[src/rtl/wkirq_pkg.sv]
package wkirq_pkg;

   localparam int WORD_W    = 16;
   localparam int ADDR_LSB  = 13;
   localparam int FIELD_W   = ADDR_LSB;

   localparam int LOCK_BIT  = 12;
   localparam int UV_PRI    = 11;
   localparam int UV_SEC    = 10;
   localparam int W0_SEL_LSB = 6;
   localparam int W1_SEL_LSB = 4;
   localparam int BUS_BIT   = 3;

   localparam int ST_CYC    = 7;
   localparam int ST_WAKE0  = 6;
   localparam int ST_POR    = 5;
   localparam int ST_WAKE1  = 4;
   localparam int ST_BUS    = 3;

   localparam logic [FIELD_W-1:0] EN_WR_MASK = 13'h1CF8;
   localparam logic [FIELD_W-1:0] ST_FLAGS   = 13'h0CF8;
   localparam logic [FIELD_W-1:0] LOCK_MASK  = 13'h1000;
   localparam logic [FIELD_W-1:0] ST_RESET   = 13'h0020;

   typedef enum logic [1:0] {
      EDGE_OFF  = 2'b00,
      EDGE_RISE = 2'b01,
      EDGE_FALL = 2'b10,
      EDGE_BOTH = 2'b11
   } wake_edge_e;

endpackage

[src/rtl/wkirq_wake_edge.sv]
module wkirq_wake_edge
   import wkirq_pkg::*;
#(
   parameter int STAGES = 2
) (
   input  logic       clk,
   input  logic       rst_n,
   input  logic       pin_i,
   input  wake_edge_e mode_i,
   output logic       hit_o
);

   logic [STAGES-1:0] sync_q;
   logic              prev_q;
   logic              rise, fall;

   generate
      if (STAGES < 2) begin : g_bad_stages
         $error("wkirq_wake_edge: STAGES must be at least 2");
      end
   endgenerate

   always_ff @(posedge clk or negedge rst_n) begin
      if (!rst_n) begin
         sync_q <= '0;
         prev_q <= 1'b0;
      end else begin
         sync_q <= {sync_q[STAGES-2:0], pin_i};
         prev_q <= sync_q[STAGES-1];
      end
   end

   assign rise = sync_q[STAGES-1] & ~prev_q;
   assign fall = ~sync_q[STAGES-1] & prev_q;

   always_comb begin
      unique case (mode_i)
         EDGE_RISE: hit_o = rise;
         EDGE_FALL: hit_o = fall;
         EDGE_BOTH: hit_o = rise | fall;
         default:   hit_o = 1'b0;
      endcase
   end

   // a disabled selector never produces a wake hit
   assert_wake_off_R5: assert property (@(posedge clk) disable iff (!rst_n)
      (mode_i == EDGE_OFF) |-> !hit_o);

   // a rising-only selector fires only when the synchronised level is high
   assert_wake_rise_R5: assert property (@(posedge clk) disable iff (!rst_n)
      (hit_o && mode_i == EDGE_RISE) |=> prev_q);

endmodule

[src/rtl/wkirq_ctrl_reg.sv]
module wkirq_ctrl_reg
   import wkirq_pkg::*;
(
   input  logic               clk,
   input  logic               rst_n,
   input  logic               wr_i,
   input  logic [FIELD_W-1:0] wdata_i,
   output logic [FIELD_W-1:0] val_o
);

   logic [FIELD_W-1:0] val_q;

   always_ff @(posedge clk or negedge rst_n) begin
      if (!rst_n) begin
         val_q <= '0;
      end else if (wr_i) begin
         if (val_q[LOCK_BIT])
            val_q[LOCK_BIT] <= wdata_i[LOCK_BIT];
         else
            val_q <= wdata_i & EN_WR_MASK;
      end
   end

   assign val_o = val_q;

   // a locked word keeps every field except the lock across a write
   assert_lock_hold_R3: assert property (@(posedge clk) disable iff (!rst_n)
      (wr_i && val_q[LOCK_BIT]) |=> ((val_q & ~LOCK_MASK) == $past(val_q & ~LOCK_MASK)));

   // reserved positions never hold a one
   assert_reserved_zero_R8: assert property (@(posedge clk) disable iff (!rst_n)
      wr_i |=> ((val_q & ~EN_WR_MASK) == '0));

endmodule

[src/rtl/wkirq_stat_reg.sv]
module wkirq_stat_reg
   import wkirq_pkg::*;
(
   input  logic               clk,
   input  logic               rst_n,
   input  logic [FIELD_W-1:0] set_i,
   input  logic               wr_i,
   input  logic [FIELD_W-1:0] wdata_i,
   output logic [FIELD_W-1:0] val_o
);

   logic [FIELD_W-1:0] val_q;
   logic [FIELD_W-1:0] clr_mask;
   logic [FIELD_W-1:0] val_d;

   always_comb begin
      clr_mask = '0;
      if (wr_i && !val_q[LOCK_BIT])
         clr_mask = wdata_i & ST_FLAGS;
      val_d = (val_q & ~clr_mask) | (set_i & ST_FLAGS);
      if (wr_i)
         val_d[LOCK_BIT] = wdata_i[LOCK_BIT];
   end

   always_ff @(posedge clk or negedge rst_n) begin
      if (!rst_n)
         val_q <= ST_RESET;
      else
         val_q <= val_d;
   end

   assign val_o = val_q;

   generate
      for (genvar k = 0; k < FIELD_W; k++) begin : g_flag_chk
         if (ST_FLAGS[k]) begin : g_is_flag
            // an event always lands, even against a clearing write
            assert_set_wins_R9: assert property (@(posedge clk) disable iff (!rst_n)
               set_i[k] |=> val_q[k]);
            // an unlocked write of one with no event clears the flag
            assert_w1c_R8: assert property (@(posedge clk) disable iff (!rst_n)
               (wr_i && !val_q[LOCK_BIT] && wdata_i[k] && !set_i[k]) |=> !val_q[k]);
            // a locked word never loses a pending flag
            assert_lock_keep_R3: assert property (@(posedge clk) disable iff (!rst_n)
               (val_q[LOCK_BIT] && val_q[k]) |=> val_q[k]);
         end
      end
   endgenerate

endmodule

[src/rtl/wkirq_regctl.sv]
module wkirq_regctl
   import wkirq_pkg::*;
#(
   parameter int              DATA_W      = 16,
   parameter int              ADDR_W      = 3,
   parameter logic [ADDR_W-1:0] EN_ADDR   = 3'b010,
   parameter logic [ADDR_W-1:0] ST_ADDR   = 3'b011,
   parameter int              SYNC_STAGES = 2,
   parameter int              NUM_WAKE    = 2
) (
   input  logic              clk,
   input  logic              rst_n,
   input  logic [ADDR_W-1:0] reg_addr,
   input  logic              reg_wr,
   input  logic [DATA_W-1:0] reg_wdata,
   output logic [DATA_W-1:0] reg_rdata,
   input  logic              uv_pri_evt,
   input  logic              uv_sec_evt,
   input  logic              cyc_tick,
   input  logic              bus_wake,
   input  logic [NUM_WAKE-1:0] wake_pin,
   output logic              xcvr_lowpwr,
   output logic              irq
);

   localparam int TAG_W = DATA_W - FIELD_W;

   generate
      if (DATA_W != WORD_W) begin : g_bad_width
         $error("wkirq_regctl: DATA_W must equal 16");
      end
      if (TAG_W != ADDR_W) begin : g_bad_addr
         $error("wkirq_regctl: ADDR_W must fill bits above the fields");
      end
      if (NUM_WAKE != 2) begin : g_bad_wake
         $error("wkirq_regctl: the status layout holds two wake flags");
      end
      if (EN_ADDR == ST_ADDR) begin : g_bad_map
         $error("wkirq_regctl: the two words need distinct addresses");
      end
   endgenerate

   logic               en_wr, st_wr;
   logic [FIELD_W-1:0] en_val, st_val;
   logic [FIELD_W-1:0] set_vec;
   logic [NUM_WAKE-1:0] wake_hit;
   logic               unused_tag_bits;

   assign en_wr = reg_wr && (reg_addr == EN_ADDR);
   assign st_wr = reg_wr && (reg_addr == ST_ADDR);
   assign unused_tag_bits = ^reg_wdata[DATA_W-1:FIELD_W];

   wkirq_ctrl_reg u_ctrl (
      .clk     (clk),
      .rst_n   (rst_n),
      .wr_i    (en_wr),
      .wdata_i (reg_wdata[FIELD_W-1:0]),
      .val_o   (en_val)
   );

   generate
      for (genvar w = 0; w < NUM_WAKE; w++) begin : g_wake
         localparam int SEL_LSB = W0_SEL_LSB - 2 * w;
         wkirq_wake_edge #(.STAGES(SYNC_STAGES)) u_edge (
            .clk    (clk),
            .rst_n  (rst_n),
            .pin_i  (wake_pin[w]),
            .mode_i (wake_edge_e'(en_val[SEL_LSB +: 2])),
            .hit_o  (wake_hit[w])
         );
      end
   endgenerate

   always_comb begin
      set_vec           = '0;
      set_vec[UV_PRI]   = uv_pri_evt & en_val[UV_PRI];
      set_vec[UV_SEC]   = uv_sec_evt & en_val[UV_SEC];
      set_vec[ST_CYC]   = cyc_tick;
      set_vec[ST_WAKE0] = wake_hit[0];
      set_vec[ST_WAKE1] = wake_hit[1];
      set_vec[ST_BUS]   = bus_wake & en_val[BUS_BIT];
   end

   wkirq_stat_reg u_stat (
      .clk     (clk),
      .rst_n   (rst_n),
      .set_i   (set_vec),
      .wr_i    (st_wr),
      .wdata_i (reg_wdata[FIELD_W-1:0]),
      .val_o   (st_val)
   );

   always_comb begin
      if (reg_addr == EN_ADDR)
         reg_rdata = {EN_ADDR, en_val};
      else if (reg_addr == ST_ADDR)
         reg_rdata = {ST_ADDR, st_val};
      else
         reg_rdata = '0;
   end

   assign xcvr_lowpwr = en_val[BUS_BIT];
   assign irq         = |(st_val & ST_FLAGS);

   // the primary undervoltage flag only rises after an enabled strobe
   assert_uv_gate_R4: assert property (@(posedge clk) disable iff (!rst_n)
      $rose(st_val[UV_PRI]) |-> $past(uv_pri_evt && en_val[UV_PRI]));

   // the bus wake flag only rises while low-power detection is requested
   assert_bus_gate_R6: assert property (@(posedge clk) disable iff (!rst_n)
      $rose(st_val[ST_BUS]) |-> $past(bus_wake && xcvr_lowpwr));

   // a tick is latched on the next edge
   assert_cyc_latch_R7: assert property (@(posedge clk) disable iff (!rst_n)
      cyc_tick |=> irq);

   // the status word always reports its own address
   assert_addr_tag_R2: assert property (@(posedge clk) disable iff (!rst_n)
      (reg_addr == ST_ADDR) |-> (reg_rdata[DATA_W-1:FIELD_W] == ST_ADDR));

endmodule

[config.mk]
export PLATFORM = sky130hd
export DESIGN_NAME = wkirq_regctl
export DESIGN_NICKNAME = d
export VERILOG_FILES = /design/src/rtl/wkirq_pkg.sv /design/src/rtl/wkirq_wake_edge.sv /design/src/rtl/wkirq_ctrl_reg.sv /design/src/rtl/wkirq_stat_reg.sv /design/src/rtl/wkirq_regctl.sv
export SDC_FILE = /design/constraint.sdc
export NUM_CORES = 1
export LEC_CHECK = 0
export ABC_CLOCK_PERIOD_IN_PS = 1500
export BUFFER_PORTS_ARGS = -buffer_cell sky130_fd_sc_hd__buf_2
export CORE_MARGIN = 2
export CORE_UTILIZATION = 40
export CTS_CLUSTER_DIAMETER = 150
export DETAILED_ROUTE_END_ITERATION = 7
export PLACE_DENSITY_LB_ADDON = 0.2
export SKIP_CTS_REPAIR_TIMING = 1
export SLEW_MARGIN = 30
export SYNTH_ARGS = -nofsm -noshare
export SYNTH_HDL_FRONTEND = slang
export SYNTH_SLANG_ARGS = --single-unit
export TNS_END_PERCENT = 1
[constraint.sdc]
create_clock -name clk -period 1.5 [get_ports clk]
set_input_delay 0.225 -clock clk [delete_from_list [all_inputs] [get_ports clk]]
set_output_delay 0.225 -clock clk [all_outputs]
set_load 0.005 [all_outputs]
Word-level counts from Yosys, hierarchy flattened. Index checks and enable logic that the tools add are counted.

Eq/ne operators: 8. Bitwise operators: 17. Reductions and logical operators: 6. Multiplexer cells: 6.

Operators by type and width (count): $mux W16 (1); $mux W15 (1); $and A13 B13 Y13 (1); $not A13 Y13 (1); $or A13 B12 Y13 (1); $mux W12 (1); $eq A2 B2 Y1 const B (4); $and A1 B1 Y1 (7); $reduce_or A7 Y1 (1); $eq A3 B2 Y1 const B (2); $pmux W1 S3 (2); $not A1 Y1 (5); $eq A2 B1 Y1 const B (2); $logic_and A1 B1 Y1 (3); $or A1 B1 Y1 (2); $reduce_and A2 Y1 (1); $logic_not A1 Y1 (1); $mux W1 (1).

Register bits after elaboration: 27. Output and inout port bits: 18. Logic and storage cells: 44. Input port bits: 28.

Longest topological paths before layout. Gate-level depths: netlist of run 1.

Depth in word-level cells: 8. Depth in mapped cells: 5. Gate-level depth less buffers: 5.

Hierarchy. Synthesis of run 1 repeated with hierarchy kept, for this count alone.

Cell total of the unflattened synthesis: 128. Area, all modules: 1306.3 sq um.

By module, submodules not included: wkirq_ctrl_reg (area an instance 382.9 sq um, cells an instance 24, times used 1, seq. area each 200.2 sq um); wkirq_stat_reg (area an instance 364.1 sq um, cells an instance 37, times used 1, seq. area each 201.4 sq um); wkirq_regctl (area an instance 291.5 sq um, cells an instance 43, times used 1, seq. area each 0.0 sq um); wkirq_wake_edge (area an instance 133.9 sq um, cells an instance 12, times used 2, seq. area each 75.1 sq um).

Worst setup path after synthesis of run 1. Ideal clock, no wire load.

Path kind: reg2reg. Start: reg u_ctrl.val_q[12], in the netlist u_ctrl.val_o[12]. End: reg u_ctrl.val_q[10], in the netlist u_ctrl.val_o[10]. Slack: 0.235 ns. Period minus slack after synthesis: 1.265 ns. Buffers on the path: 0. Cell stages (with the launch flop): 3. Arrival time: 1.140 ns. Library setup time: 0.125 ns. Required time: 1.375 ns. Cells stage by stage: dfrtp_1 -> nor3_2 -> mux2_2.

Cells in the longest elaborated chain, start to end: 2.

Ends and longest elaborated chain: from (decl) (RTL line wkirq_ctrl_reg.sv:11) `logic [FIELD_W-1:0] val_q;`; from (signal, indexed assignment) (RTL line wkirq_ctrl_reg.sv:18) `val_q[LOCK_BIT] <= wdata_i[LOCK_BIT];`; from (signal assigned) (RTL line wkirq_ctrl_reg.sv:20) `val_q <= wdata_i & EN_WR_MASK;`; $not A1 Y1 (no line); $reduce_and A2 Y1 (no line).

No other way between the ends. A chain may end at the register's enable or synchronous reset.

Worst setup path after layout of run 1.
Start: reg u_stat.val_q[6], in the netlist u_stat.val_o[6]. End: out irq.

Cells in the longest elaborated chain, start to end: 1.

Ends and longest elaborated chain: from (decl) (RTL line wkirq_stat_reg.sv:12) `logic [FIELD_W-1:0] val_q;`; from (signal assigned) (RTL line wkirq_stat_reg.sv:29) `val_q <= val_d;`; $reduce_or A7 Y1 (RTL line wkirq_regctl.sv:103) `assign irq = |(st_val & ST_FLAGS);`; to (decl) (RTL line wkirq_regctl.sv:23) `output logic irq`.

No other way between the ends.

==> impl_metrics.py, run 1 <==
metrics = {
    "status": {
        "status": "completed",
    },
    "clock_tree": {
        "cts_made_buffers": 3,
        "cts_sinks": 22,
        "clkLatencyLatePin_ps": 310,
        "cts_buffer_depth": 2,
        "root_buffer": "clkbuf_4",
        "cts_tree": "done",
        "cts-htree-levels": 1,
        "clk_pin_slew_ps": 120,
    },
    "hold_path": {
        "hp-class": "in2reg",
        "hold-path-cell-count": 2,
        "worstHoldEndpoint": "u_stat.val_o[5]$_DFF_PN1_",
        "min_from": "reg_wdata[5]",
    },
    "run": {
        "maxCapViolCount": 0,
    },
    "synthesis": {
        "synth_warnings": 0,
        "syn_avg_cell_area_um2": 11.1,
        "postSynthCellCount": 100,
        "synth_cell_type_count": 26,
        "ys_ff_latch": 22,
        "netlist_area_mm2": 0.00111,
        "seq_area_frac_synth": 0.498,
    },
    "finish": {
        "nets": 172,
        "final.fill_count": 252,
        "layout_commonest_cell": "buf_2",
        "mostFrequentLayoutCells": "buf_2, dfrtp_1, nor2_1",
        "drive_gt1_frac": 0.367,
        "area_delta_synth_final_pct": 25.1,
        "final_util": 0.516,
        "antennaDiodeCount": 0,
    },
    "sta": {
        "fmax_mhz": 703,
        "fin_skew_ps": 3.13,
        "drv_slew": 0,
        "period_needed_ps": 1420,
        "setup_viol": 0,
        "period_share": 0.948,
        "final_hold_viol_count": 0,
    },
    "setup_path": {
        "worstRegToRegCells": 3,
        "worst_r2r_endpoint": "u_ctrl.val_o[11]$_DFFE_PN0P_",
        "start_kind": "register",
        "worst-path-buf-inv": 1,
        "reg2reg_slack_ps": 260,
        "path_max_fanout": 2,
        "path_cells": "nor4_2 -> nand2_1 -> buf_2",
        "cp.arrival_ps": 1200,
        "cp-end-kind": "output pin",
        "regToRegStartpoint": "u_ctrl.val_o[12]$_DFFE_PN0P_",
        "max_stage_delay_ps": 410,
        "path_delay_family": "flip-flops",
        "crit_slowest_cell": "dfrtp_1",
        "required_ps": 1270,
        "timing_worst_setup_path_type": "reg2out",
    },
    "global_routing": {
        "grt_antenna_before_repair": 0,
        "track_usage": 0.145,
        "grt-ovfl-total": 0,
        "grt_max_degree": 23,
        "grt_pass1_wl_um": 3540,
        "grt_pass1_vias": 759,
    },
    "floorplanning": {
        "core_area_mm2": 0.00269,
        "start_util": 0.412,
        "die_y_um": 56.6,
        "io_pins": 46,
        "die_w_um": 56.6,
        "rows": 19,
        "fp.dieArea_mm2": 0.00321,
    },
    "power": {
        "p_per_area_mw_per_mm2": 1110,
        "p_leak_uw": 0.000671,
        "power_uw": 1530,
        "peakVddDrop_mv": 1.12,
    },
    "detailed_routing": {
        "dr.pass1.iters": 4,
        "ant_nets": 0,
        "drcViolationCount": 0,
        "drtIter0Drc": 18,
        "wl_um": 2200,
        "vias": 828,
        "wl_per_cell_um": 13.0,
        "viasPerCell": 4.87,
    },
    "placed_design": {
        "gp_congestion": 0.734,
        "io_buffers": 31,
        "hpwl_um": 1570,
    },
}
metrics by stage:
stage               instance area (um^2)  setup TNS [ps]  setup WS (ps)  instances  hold WS [ps]
global route                        1390           -6.19          -6.19        170          64.7
detailed placement                  1290               0            192        162           227
global placement                    1290               0            226        162           218
finish                              1390               0           78.0        170          71.1
floorplan                           1130               0            235        105         -70.6
CTS                                 1340               0           19.3        166          -133
state kept, by name, indices dropped and copies added, names as in the netlist:
| register | flops |
|---|---|
| g_wake.u_edge.sync_q | 4 |
| u_stat.val_o | 8 |
| u_ctrl.val_o | 8 |
| g_wake.u_edge.prev_q | 2 |
cells by family after synthesis:
logic type                 after synthesis  synth area share
buffers and inverters                   14            0.0689
AOI/OAI and AO/OA                       11            0.0712
adders and majority gates                4            0.0452
DFF                                     22             0.498
other                                    1           0.00339
and+or+nand+nor                         31             0.149
muxes                                   17             0.164
report_power, final:
| part | total (uW) | switching [uW] | internal (uW) |
|---|---|---|---|
| clock | 451 | 181 | 270 |
| sequential | 790 | 97.4 | 693 |
| combinational | 291 | 118 | 173 |
| total | 1530 | 397 | 1140 |
worst max path at each step:
| stage | depth (start not counted) | endpoint | slack [ps] | startpoint |
|---|---|---|---|---|
| after global routing | 3 | irq | -6 | u_stat.val_o[6]$_DFF_PN0_ |
| after CTS | 3 | irq | 20 | u_stat.val_o[6]$_DFF_PN0_ |
| final | 3 | irq | 80 | u_stat.val_o[6]$_DFF_PN0_ |
| after global placement | 5 | u_ctrl.val_o[11]$_DFFE_PN0P_ | 230 | reg_addr[2] |
| after detailed placement | 5 | u_ctrl.val_o[11]$_DFFE_PN0P_ | 190 | reg_addr[2] |
| after floorplan | 2 | u_ctrl.val_o[10]$_DFFE_PN0P_ | 240 | u_ctrl.val_o[12]$_DFFE_PN0P_ |
cell usage after synthesis, drive strengths merged:
cell type | number | area, um^2
a31oi | 1 | 6.26
and2 | 1 | 6.26
mux2i | 8 | 80.1
clkbuf | 1 | 3.75
nor2 | 11 | 41.3
nand4b | 1 | 8.76
o211ai | 2 | 15.0
nor4 | 1 | 6.26
conb | 1 | 3.75
ha | 4 | 50.1
nand3b | 1 | 7.51
buf | 7 | 50.0
a21boi | 1 | 7.51
nand2b | 3 | 18.8
dfrtp | 21 | 526
nand2 | 3 | 11.3
nor3 | 2 | 15.0
or2 | 1 | 6.26
nor2b | 7 | 43.8
a221o | 3 | 30.0
o21ai | 4 | 20.0
inv | 6 | 22.5
mux2 | 9 | 101
dfstp | 1 | 26.3
area by class of cell:
class	count	area, um^2	area share
Sequential cell	22	552	0.398
Timing Repair Buffer	38	215	0.155
Clock inverter	1	30.0	0.0217
Tap cell	31	38.8	0.0280
Clock buffer	3	22.5	0.0163
Multi-Input combinational cell	69	504	0.364
Inverter	6	22.5	0.0163
metal layers:
layer	track usage	vias up	share of wire
met3	0.0461	4	0.068
met1	0.193	382	0.46
li1	-	407	-
met2	0.224	35	0.46
met4	0.0442	0	0.013
met5	0	-	0
No activity file was read; power rests on OpenSTA's default activity.
==> run 2, diff against run 1 <==
Settings changed: SYNTH_HIERARCHICAL from default to 1.
==> impl_metrics.py, run 2 <==
metrics = {
    "clock_tree": {
        "cts-htree-levels": 1,
        "cts_sinks": 22,
        "cts_made_buffers": 3,
        "cts_tree": "done",
        "root_buffer": "clkbuf_4",
        "clk_pin_slew_ps": 130,
        "cts_buffer_depth": 2,
        "clkLatencyLatePin_ps": 310,
    },
    "synthesis": {
        "synth_area_leaders": "dfrtp_1, mux2i_1, mux2_4, buf_4, nor2_1",
        "netlist_area_mm2": 0.00131,
        "synth_area_leader_cell": "dfrtp_1",
        "postSynthCellCount": 128,
        "synth_warnings": 6,
        "synth_commonest_cells": "dfrtp_1, nor2_1, inv_1, mux2i_1, buf_4",
        "synth_cell_type_count": 24,
        "syn_avg_cell_area_um2": 10.2,
        "ys.flop_type": "dfrtp_1",
        "seq_area_frac_synth": 0.422,
        "ys_ff_latch": 22,
        "synth_edf_count": 0,
        "ys_async_sr_fraction": 1.00,
        "netlist.area_leader.share": 0.402,
    },
    "global_routing": {
        "grt_antenna_before_repair": 0,
        "track_usage": 0.143,
        "grt_pass1_wl_um": 3880,
        "grt_max_degree": 23,
        "grt-ovfl-total": 0,
        "grt_pass1_vias": 836,
    },
    "finish": {
        "layout_commonest_cell": "buf_2",
        "area_delta_synth_final_pct": 17.7,
        "nets": 197,
        "antennaDiodeCount": 0,
        "mostFrequentLayoutCells": "buf_2, nor2_1, dfrtp_1",
        "finalInstanceArea_mm2": 0.00154,
        "drive_gt1_frac": 0.323,
        "final_util": 0.500,
    },
    "detailed_routing": {
        "drtIter0Drc": 15,
        "dr.pass1.iters": 4,
        "wl_per_cell_um": 11.6,
        "viasPerCell": 4.49,
        "drcViolationCount": 0,
        "wl_um": 2410,
        "ant_nets": 0,
        "vias": 934,
    },
    "setup_path": {
        "cp.arrival_ps": 1250,
        "reg2reg_slack_ps": 180,
        "start_kind": "register",
        "crit_start": "u_stat/val_o[6]$_DFF_PN0_",
        "crit_slowest_cell": "dfrtp_1",
        "path_max_fanout": 2,
        "timing_worst_setup_path_type": "reg2out",
        "required_ps": 1270,
        "regToRegStartpoint": "g_wake[0].u_edge/sync_q[1]$_DFF_PN0_",
        "cp-end-kind": "output pin",
        "path_cells": "nor4_4 -> nand2_1 -> buf_2",
        "max_stage_delay_ps": 430,
    },
    "sta": {
        "fin_ws_ps": 29.0,
        "final_hold_viol_count": 0,
        "fmax_mhz": 680,
        "setup_viol": 0,
        "drv_slew": 0,
        "period_needed_ps": 1470,
        "period_share": 0.981,
        "fin_skew_ps": 6.22,
    },
    "floorplanning": {
        "io_pins": 46,
        "core_area_mm2": 0.00308,
        "die_w_um": 61.1,
        "fp.dieArea_mm2": 0.00374,
        "rows": 20,
        "die_y_um": 61.1,
        "start_util": 0.424,
    },
    "hold_path": {
        "min_from": "wake_pin[1]",
        "hp-class": "in2reg",
    },
    "placed_design": {
        "io_buffers": 31,
        "gp_congestion": 0.666,
        "placed_area_mm2": 0.00146,
        "hpwl_um": 1760,
        "pre_cts_slack_ps": 34.4,
    },
    "power": {
        "p_per_area_mw_per_mm2": 1000,
        "p_leak_uw": 0.000785,
        "peakVddDrop_mv": 0.483,
    },
    "status": {
        "status": "completed",
    },
    "run": {
        "maxCapViolCount": 0,
    },
}
## run 2: kinds of logic after synthesis
| logic type | Yosys count | share of synthesized area |
|---|---|---|
| compound gates | 11 | 0.0488 |
| other cells | 3 | 0.00862 |
| mux | 22 | 0.197 |
| buf+inv | 28 | 0.137 |
| fa+ha+maj | 4 | 0.0383 |
| simple gates | 38 | 0.148 |
| flops | 22 | 0.422 |
## run 2: worst paths after layout
check / to / cells past startpoint
min in group asynchronous: g_wake[1].u_edge/prev_q$_DFF_PN0_ / 2
hold / removal: g_wake[1].u_edge/sync_q[0]$_DFF_PN0_ / 1
setup reg to reg: u_stat/val_o[6]$_DFF_PN0_ / 7
setup / recovery: irq / 3
max in group asynchronous: u_stat/val_o[5]$_DFF_PN1_ / 2
hold reg to reg: g_wake[1].u_edge/sync_q[1]$_DFF_PN0_ / 0
## run 2: report_power, final
group	switching (uW)	leakage (uW)	total, uW	internal, uW
Clock	187	0.0000210	336	148
Sequential	116	0.000244	817	701
Combinational	156	0.000520	391	235
Total	459	0.000785	1540	1080
## run 2: area by class of cell
cell class	count	area, um^2
fillers	302	1540
flip-flops and latches	22	552
repair buffers	37	218
well taps	44	55.1
clock buffers	4	36.3
multi-input cells	88	628
inverters	13	48.8
## run 2: through the flow
step	TNS, ps	hold slack (ps)	power, uW	std cells
floorplan	0	-70.6	1090	138
global placement	0	207	1180	201
detailed placement	0	218	1200	201
CTS	-30.5	-130	1530	205
global route	-11.0	3.52	1640	208
finish	0	9.36	1540	208
## run 2: critical path, delay by kind of cell (launching register included)
kind	cells	cell delay, ps
buf+inv	1	130
flops	1	430
simple gates	2	370
## run 2: layer usage
metal / track usage / routed length (um) / vias up
met2: 0.239 / 1220 / 26
met3: 0.0210 / 107 / 4
met1: 0.183 / 1030 / 443
met5: 0 / 0 / -
li1: - / - / 461
met4: 0.0652 / 44 / 0
==> run 3, diff against run 2 <==
Settings changed: REMOVE_ABC_BUFFERS from default to 1.
==> impl_metrics.py, run 3 (synthesis results as in run 2) <==
metrics = {
    "status": {
        "status": "completed",
    },
    "power": {
        "power_uw": 1460,
        "p_leak_uw": 0.000767,
        "p_per_area_mw_per_mm2": 962,
        "peakVddDrop_mv": 0.473,
    },
    "detailed_routing": {
        "viasPerCell": 4.41,
        "drtIter0Drc": 22,
        "wl_per_cell_um": 11.8,
        "vias": 917,
        "drcViolationCount": 0,
        "wl_um": 2450,
        "ant_nets": 0,
        "dr.pass1.iters": 3,
    },
    "floorplanning": {
        "die_y_um": 61.1,
        "fp.dieArea_mm2": 0.00374,
        "die_w_um": 61.1,
        "start_util": 0.424,
        "core_area_mm2": 0.00308,
        "io_pins": 46,
        "rows": 20,
    },
    "sta": {
        "rsz0062_at_grt": "true",
        "whs_ps": 80.4,
        "setup_viol": 0,
        "drv_slew": 0,
        "period_share": 0.983,
        "fin_skew_ps": 6.56,
        "fmax_mhz": 678,
        "tightestPinTransition_ps": 503,
        "period_needed_ps": 1480,
        "fin_ws_ps": 25.0,
        "slew_headroom": 0.665,
        "final_hold_viol_count": 0,
    },
    "finish": {
        "nets": 197,
        "area_delta_synth_final_pct": 16.5,
        "final_util": 0.494,
        "mostFrequentLayoutCells": "buf_2, nor2_1, dfrtp_1",
        "drive_gt1_frac": 0.311,
        "final.fill_count": 309,
        "antennaDiodeCount": 0,
        "layout_commonest_cell": "buf_2",
    },
    "global_routing": {
        "grt_pass1_wl_um": 3750,
        "grt_pass1_vias": 854,
        "track_usage": 0.142,
        "grt_max_degree": 23,
        "grt_antenna_before_repair": 0,
        "grt-ovfl-total": 0,
    },
    "placed_design": {
        "pre_cts_slack_ps": 29.6,
        "gp_congestion": 0.691,
        "hpwl_um": 1790,
        "io_buffers": 31,
    },
    "setup_path": {
        "worst_r2r_endpoint": "u_stat/val_o[4]$_DFF_PN0_",
        "timing_worst_setup_path_type": "reg2out",
        "start_kind": "register",
        "path_max_fanout": 3,
        "max_stage_delay_ps": 430,
        "worst-path-buf-inv": 1,
        "required_ps": 1270,
        "cp.arrival_ps": 1250,
        "regToRegStartpoint": "g_wake[1].u_edge/sync_q[1]$_DFF_PN0_",
        "path_delay_family": "flip-flops",
        "worstRegToRegCells": 7,
        "reg2reg_slack_ps": 190,
        "path_cells": "nor4_2 -> nand2_1 -> buf_2",
        "crit_slowest_cell": "dfrtp_1",
        "cp-end-kind": "output pin",
    },
    "clock_tree": {
        "cts_sinks": 22,
        "root_buffer": "clkbuf_4",
        "cts_tree": "done",
        "cts-htree-levels": 1,
        "cts_buffer_depth": 2,
        "clk_pin_slew_ps": 110,
        "cts_made_buffers": 3,
        "clkLatencyLatePin_ps": 300,
    },
    "hold_path": {
        "hp-class": "in2reg",
        "worstHoldEndpoint": "u_stat/val_o[5]$_DFF_PN1_",
        "hold-path-cell-count": 2,
        "min_from": "reg_wdata[5]",
    },
    "run": {
        "maxCapViolCount": 0,
    },
}
==> run 3: cell types whose count changed in the layout (fill, tap and decap cells not counted) <==
cell           delta
nor4_2            +1
clkbuf_1          +1
buf_4             -1
dlygate4sd3_1     +1
nor4_4            -1
clkbuf_8          -1
==> run 3: final cells by class <==
class | count | area, um^2 | share of cell area
clock buffers | 4 | 26.3 | 0.0173
multi-input cells | 88 | 619 | 0.407
inverters | 13 | 48.8 | 0.0321
well taps | 44 | 55.1 | 0.0362
repair buffers | 37 | 220 | 0.145
flip-flops and latches | 22 | 552 | 0.363
==> run 3: metrics by stage <==
stage                     cell area, um^2  setup TNS [ps]  instances
after floorplan                      1210            -549        123
after global placement               1460               0        201
after detailed placement             1460               0        201
after CTS                            1490           -60.2        205
after global routing                 1520           -57.4        208
final                                1520               0        208
==> run 3: report_power, final <==
| group | total [uW] | switching, uW | leakage (uW) | internal, uW |
|---|---|---|---|---|
| sequential | 808 | 107 | 0.000244 | 702 |
| combinational | 382 | 153 | 0.000508 | 229 |
| clock | 273 | 170 | 0.0000150 | 103 |
| total | 1460 | 429 | 0.000767 | 1030 |
==> run 3: routing by layer <==
metal,GRT usage,vias up,part of all wire
li1,-,463,-
met5,0,-,0
met4,0.0652,0,0.0081
met1,0.180,425,0.46
met3,0.0252,2,0.057
met2,0.236,27,0.47
==> run 3: worst max path at each step <==
stage	start	end	slack, ps	cells past startpoint
2_1_floorplan	reg_addr[2]	u_ctrl/val_o[10]$_DFFE_PN0P_	-80	5
3_3_place_gp	reg_addr[2]	u_ctrl/val_o[11]$_DFFE_PN0P_	30	7
3_5_place_dp	reg_addr[2]	u_ctrl/val_o[11]$_DFFE_PN0P_	30	7
4_1_cts	u_stat/val_o[6]$_DFF_PN0_	irq	-60	3
5_1_grt	u_stat/val_o[3]$_DFF_PN0_	irq	-60	3
6_report	u_stat/val_o[3]$_DFF_PN0_	irq	20	3
